===== src/rtl/xfade_pkg.sv =====
package xfade_pkg;
   typedef enum logic [1:0] {
      XF_IDLE = 2'd0,
      XF_LOAD = 2'd1,
      XF_HOLD = 2'd2
   } xf_state_e;
endpackage


===== src/rtl/xfade_hold_timer.sv =====
module xfade_hold_timer #(
   parameter int CW = 8
) (
   input  logic          clk,
   input  logic          rst_n,
   input  logic          start,
   input  logic [CW-1:0] len,
   input  logic          ms_tick,
   output logic          expired
);
   logic [CW-1:0] cnt_q;
   logic [CW-1:0] len_q;
   logic          active_q;

   assign expired = active_q && ms_tick && (cnt_q == len_q - CW'(1));

   always_ff @(posedge clk) begin
      if (!rst_n) begin
         active_q <= 1'b0;
         cnt_q    <= '0;
         len_q    <= '0;
      end else if (start) begin
         active_q <= 1'b1;
         cnt_q    <= '0;
         len_q    <= len;
      end else if (expired) begin
         active_q <= 1'b0;
      end else if (active_q && ms_tick) begin
         cnt_q <= cnt_q + CW'(1);
      end
   end
endmodule


===== src/rtl/xfade_level.sv =====
module xfade_level #(
   parameter int CW         = 8,
   parameter int FADE_START = 20,
   parameter int FADE_STEP  = 20,
   parameter int FADE_STOP  = 200
) (
   input  logic          clk,
   input  logic          rst_n,
   input  logic          init,
   input  logic          advance,
   output logic [CW-1:0] level,
   output logic [CW-1:0] old_len,
   output logic          finished
);
   localparam logic [CW-1:0] FIRST_C = CW'(FADE_START + FADE_STEP);
   localparam logic [CW-1:0] STEP_C  = CW'(FADE_STEP);
   localparam logic [CW-1:0] STOP_C  = CW'(FADE_STOP);

   logic [CW-1:0] level_q;

   always_ff @(posedge clk) begin
      if (!rst_n)       level_q <= FIRST_C;
      else if (init)    level_q <= FIRST_C;
      else if (advance) level_q <= level_q + STEP_C;
   end

   assign level    = level_q;
   assign finished = (level_q >= STOP_C);
   assign old_len  = finished ? CW'(1) : (STOP_C - level_q);
endmodule


===== src/rtl/xfade_seq.sv =====
module xfade_seq #(
   parameter int WORD_W     = 16,
   parameter int FADE_START = 20,
   parameter int FADE_STEP  = 20,
   parameter int FADE_STOP  = 200
) (
   input  logic              clk,
   input  logic              rst_n,
   input  logic              req_valid,
   input  logic [WORD_W-1:0] req_word,
   input  logic              ms_tick,
   input  logic              drv_busy,
   output logic              drv_load,
   output logic [WORD_W-1:0] drv_word,
   output logic              idle
);
   import xfade_pkg::*;

   localparam int CW = $clog2(FADE_STOP + FADE_STEP + 1);

   generate
      if (FADE_START < 0 || FADE_START >= FADE_STOP) begin : g_bad_start
         $error("xfade_seq: FADE_START must lie in [0, FADE_STOP)");
      end
      if (FADE_STEP <= 0) begin : g_bad_step
         $error("xfade_seq: FADE_STEP must be positive");
      end
      if (WORD_W < 1) begin : g_bad_width
         $error("xfade_seq: WORD_W must be positive");
      end
   endgenerate

   xf_state_e         state_q;
   logic [WORD_W-1:0] new_q;
   logic [WORD_W-1:0] prev_q;
   logic              same_q;
   logic              phase_new_q;

   logic              lvl_init;
   logic              lvl_adv;
   logic [CW-1:0]     level;
   logic [CW-1:0]     old_len;
   logic              finished;
   logic              tmr_start;
   logic [CW-1:0]     tmr_len;
   logic              expired;
   logic              accept;

   assign idle      = (state_q == XF_IDLE);
   assign accept    = idle && req_valid;
   assign drv_load  = (state_q == XF_LOAD) && !drv_busy;
   assign drv_word  = phase_new_q ? new_q : prev_q;
   assign lvl_init  = accept;
   assign lvl_adv   = (state_q == XF_HOLD) && expired && !phase_new_q;
   assign tmr_start = drv_load && !same_q;
   assign tmr_len   = phase_new_q ? level : old_len;

   xfade_level #(
      .CW(CW), .FADE_START(FADE_START), .FADE_STEP(FADE_STEP), .FADE_STOP(FADE_STOP)
   ) u_level (
      .clk(clk), .rst_n(rst_n), .init(lvl_init), .advance(lvl_adv),
      .level(level), .old_len(old_len), .finished(finished)
   );

   xfade_hold_timer #(.CW(CW)) u_timer (
      .clk(clk), .rst_n(rst_n), .start(tmr_start), .len(tmr_len),
      .ms_tick(ms_tick), .expired(expired)
   );

   always_ff @(posedge clk) begin
      if (!rst_n) begin
         state_q     <= XF_IDLE;
         new_q       <= '0;
         prev_q      <= '0;
         same_q      <= 1'b0;
         phase_new_q <= 1'b1;
      end else begin
         unique case (state_q)
            XF_IDLE: begin
               if (req_valid) begin
                  new_q       <= req_word;
                  same_q      <= (req_word == prev_q);
                  phase_new_q <= 1'b1;
                  state_q     <= XF_LOAD;
               end
            end
            XF_LOAD: begin
               if (!drv_busy) state_q <= same_q ? XF_IDLE : XF_HOLD;
            end
            XF_HOLD: begin
               if (expired) begin
                  if (phase_new_q) begin
                     if (finished) begin
                        prev_q  <= new_q;
                        state_q <= XF_IDLE;
                     end else begin
                        phase_new_q <= 1'b0;
                        state_q     <= XF_LOAD;
                     end
                  end else begin
                     phase_new_q <= 1'b1;
                     state_q     <= XF_LOAD;
                  end
               end
            end
            default: state_q <= XF_IDLE;
         endcase
      end
   end
endmodule


===== config.mk =====
export PLATFORM = sky130hd
export DESIGN_NAME = xfade_seq
export DESIGN_NICKNAME = d
export VERILOG_FILES = /design/src/rtl/xfade_pkg.sv /design/src/rtl/xfade_hold_timer.sv /design/src/rtl/xfade_level.sv /design/src/rtl/xfade_seq.sv
export SDC_FILE = /design/constraint.sdc
export NUM_CORES = 1
export LEC_CHECK = 0
export CORE_UTILIZATION = 54
export CTS_BUF_LIST = sky130_fd_sc_hd__clkbuf_16
export CTS_CLUSTER_DIAMETER = 80
export CTS_CLUSTER_SIZE = 10
export DETAILED_ROUTE_END_ITERATION = 8
export DONT_BUFFER_PORTS = 1
export PLACE_DENSITY = 0.7
export SETUP_SLACK_MARGIN = 0.02
export SKIP_CTS_REPAIR_TIMING = 1
export SYNTH_ARGS = -nofsm -noshare
export SYNTH_HDL_FRONTEND = slang
export SYNTH_SLANG_ARGS = --single-unit

===== constraint.sdc =====
create_clock -name clk -period 2.85 [get_ports clk]
set_input_delay 0.285 -clock clk [delete_from_list [all_inputs] [get_ports clk]]
set_output_delay 0.285 -clock clk [all_outputs]
set_load 0.02 [all_outputs]

==> impl_metrics.py <==
metrics = {
    "timing": {
        "slew_violations": 0,
        "hold_violations": 0,
        "maxSlewHeadroom_pct": 59.2,
        "finClkSkew_ns": 0.00801,
        "finalSetupTns_ns": 0,
        "fin_crit_sh_pct": 87.6,
        "period_minus_slack_ns": 2.50,
        "tightestPinTransition_ns": 0.610,
        "timing.final.setup_violations": 0,
        "timing.fmax_mhz": 401,
        "rsz0062_at_grt": "false",
    },
    "grt": {
        "grt_pass1_vias": 2591,
        "grt_pass1_wl_mm": 12.1,
        "grt_antenna_before_repair": 0,
        "grt_max_degree": 24,
        "grt_util_all_layers_pct": 26.8,
        "overflow": 0,
    },
    "clock_tree": {
        "clockBufferDepth": 2,
        "clkLatencyLatePin_ns": 0.33,
        "cts_sinks": 58,
        "clk_pin_slew_ns": 0.05,
        "cts_buffers": 9,
        "cts_htree_levels": 3,
        "tritoncts": "done",
        "root_buffer": "clkbuf_16",
    },
    "logic_synthesis": {
        "async_flop_share_pct": 0,
        "synth-seq-cells": 58,
        "synthTopCellsByCount": "58 x dfxtp_1, 48 x a21oi_1, 47 x nand2_1",
        "syn_area_per_cell_um2": 8.20,
        "synthAdderAreaFrac_pct": 1.69,
        "seq_area_frac_synth_pct": 39.3,
        "synth_cells": 360,
        "synth_compound_area_share_pct": 18.5,
        "ys.flop_type": "dfxtp_1",
        "yosysTopAreaCell": "dfxtp_1",
        "yosys.area.top_type_share_pct": 39.3,
        "synth-xor-area-share_pct": 8.31,
        "synth_mux_area_share_pct": 6.78,
        "ys.warnings.count": 0,
        "synthDistinctLibCells": 42,
        "synthTopCellsByArea": "dfxtp_1 39%, a21oi_1 8.1%, mux2_2 6.1%, nand2_1 6.0%, xor2_1 4.7%",
        "syn_nets": 385,
        "synth-simple-area-share_pct": 21.7,
        "synth-edff-count": 0,
        "synth_top_family_by_area": "simple AND/OR/NAND/NOR gates",
        "synthMostInstantiatedCell": "dfxtp_1",
        "syn_area_um2": 2950,
    },
    "placed_design": {
        "dp_hpwl_mm": 4.91,
        "placement.io_buffers": 0,
        "place_congestion": 0.804,
    },
    "route": {
        "drt_iter0_markers": 94,
        "wl_per_cell_um": 16.7,
        "vias_per_cell": 5.86,
        "wl_mm": 7.24,
        "detail-route-antenna-nets": 0,
        "dr.pass1.iters": 4,
        "num_vias": 2545,
        "drc": 0,
    },
    "pwr": {
        "power_density_nw_per_um2": 591,
        "p_leak_nw": 1.23,
        "peakVddDrop_mv": 0.347,
    },
    "finish": {
        "multi_input_area_um2": 1680,
        "utilization_pct": 63.4,
        "area_growth_syn_to_layout_pct": 11.1,
        "diodes": 0,
        "ff_latch_area_um2": 1160,
        "final_layout_size_suffix_gt1_share_pct": 12.4,
        "nNetsFinal": 384,
        "fillers": 471,
    },
    "flow_run": {
        "drv_cap": 0,
    },
    "floorplanning": {
        "core_area_um2": 5170,
        "die_y_um": 75.9,
        "dieArea_um2": 5770,
        "num_rows": 26,
        "initial_core_util_pct": 57.1,
        "die_x_um": 75.9,
        "ios": 39,
    },
    "worst_setup_path": {
        "cp_max_fo": 12,
        "critPathKind": "flip-flop to flip-flop",
        "critPathRequiredTime_ns": 3.10,
        "worst_setup_path_start_kind": "flip-flop",
        "reg2reg_setup_slack_ns": 0.35,
        "cp_data_arrival_time_ns": 2.75,
        "worstSetupEndpointType": "flip-flop",
    },
    "outcome": {
        "status": "complete, no violations",
    },
    "hold_path": {
        "hp-class": "input port to flip-flop",
    },
}
## placed cells by master (no fill, tap or decap), types with 2 or more instances in the layout
cell type   synthesis  final
mux2_2             16     16
nor3_1              3      3
o211ai_1            3      3
inv_1               7      8
a31oi_1             4      4
nand4_1             2      2
a21oi_1            48     48
clkinv_2            0      3
nor4_1              4      4
mux2i_1             2      2
xnor2_1            12     12
nor3b_1             2      2
nor4_2              2      2
a211o_1             2      2
clkinvlp_4          0      2
xor2_1             16     16
nor2b_1             4      4
buf_4               0      8
and4_1              2      2
o22ai_1             2      2
clkbuf_16           0      9
and3_1              4      4
and2_1              3      3
or4_1               4      4
nand3_1            23     23
o21ai_0            18     18
or3_1               5      5
ha_1                4      4
o31ai_1             3      3
nand2_1            47     47
nor2_1             15     15
o21ai_1            15     15
dfxtp_1            58     58
## power breakdown
part | switching [mW] | internal, mW
logic | 0.0948 | 0.0505
registers | 0.0176 | 0.833
clock network | 0.368 | 0.575
## kinds of logic (layout without fill, tap and decap cells)
| group | count (synthesis) | count (layout) |
|---|---|---|
| multiplexers | 18 | 18 |
| buffers and inverters | 27 | 31 |
| AND/OR/NAND/NOR | 126 | 126 |
| flip-flops | 58 | 58 |
| XOR/XNOR | 28 | 28 |
| AO/OA/AOI/OAI | 99 | 99 |
| adder cells (fa/ha/maj) | 4 | 4 |
## state kept, by name, summed over array words and instances, names as in the netlist
register / cells
u_level.level: 6
phase_new_q: 1
state_q: 2
new_q: 16
u_timer.cnt_q: 8
u_timer.active_q: 1
prev_q: 16
u_timer.len_q: 7
same_q: 1
## per-stage QoR
| stage | hold slack (ns) | power (mW) | setup slack, ns | cell area [um2] | std cells |
|---|---|---|---|---|---|
| finish | 0.0468 | 1.94 | 0.354 | 3280 | 434 |
| floorplan | 0.386 | 0.982 | 0.769 | 2950 | 360 |
| detailed placement | 0.373 | 1.01 | 0.394 | 3020 | 418 |
| CTS | 0.0380 | 1.96 | 0.345 | 3280 | 434 |
| global route | 0.0537 | 2.01 | 0.109 | 3280 | 434 |
| global placement | 0.369 | 1.01 | 0.468 | 3020 | 418 |
## per-layer routing
metal	vias to the layer above	track usage (%)	share of wire [%]
met5	-	0	0
met4	0	13.1	2.5
met3	17	8.43	4.8
met2	74	47.2	50
met1	1176	28.9	43
li1	1278	-	-
## critical path: stages (launching register included)
cell and delay (ns):
dfxtp_1 0.40, inv_1 0.09, ha_1 0.24, xnor2_1 0.15, xnor2_1 0.14, a211oi_2 0.32
nand4_2 0.34, or4_1 0.59, a21oi_1 0.15
## cell type report
type                    count  share of cell area (%)
clock buffers               9                    6.86
clock inverters             7                    1.14
inverters                   7                   0.801
multi-input cells         275                    51.3
flip-flops and latches     58                    35.4
well taps                  70                    2.67
repair buffers              8                    1.83
## final timing paths
kind                     from               end  depth (start not counted)
max          u_timer.len_q[0]  u_level.level[7]                          8
min reg2reg          new_q[0]          new_q[0]                          2
min                     rst_n       phase_new_q                          1
max reg2reg  u_timer.len_q[0]  u_level.level[7]                          8
No activity file was read; power rests on OpenSTA's default activity.
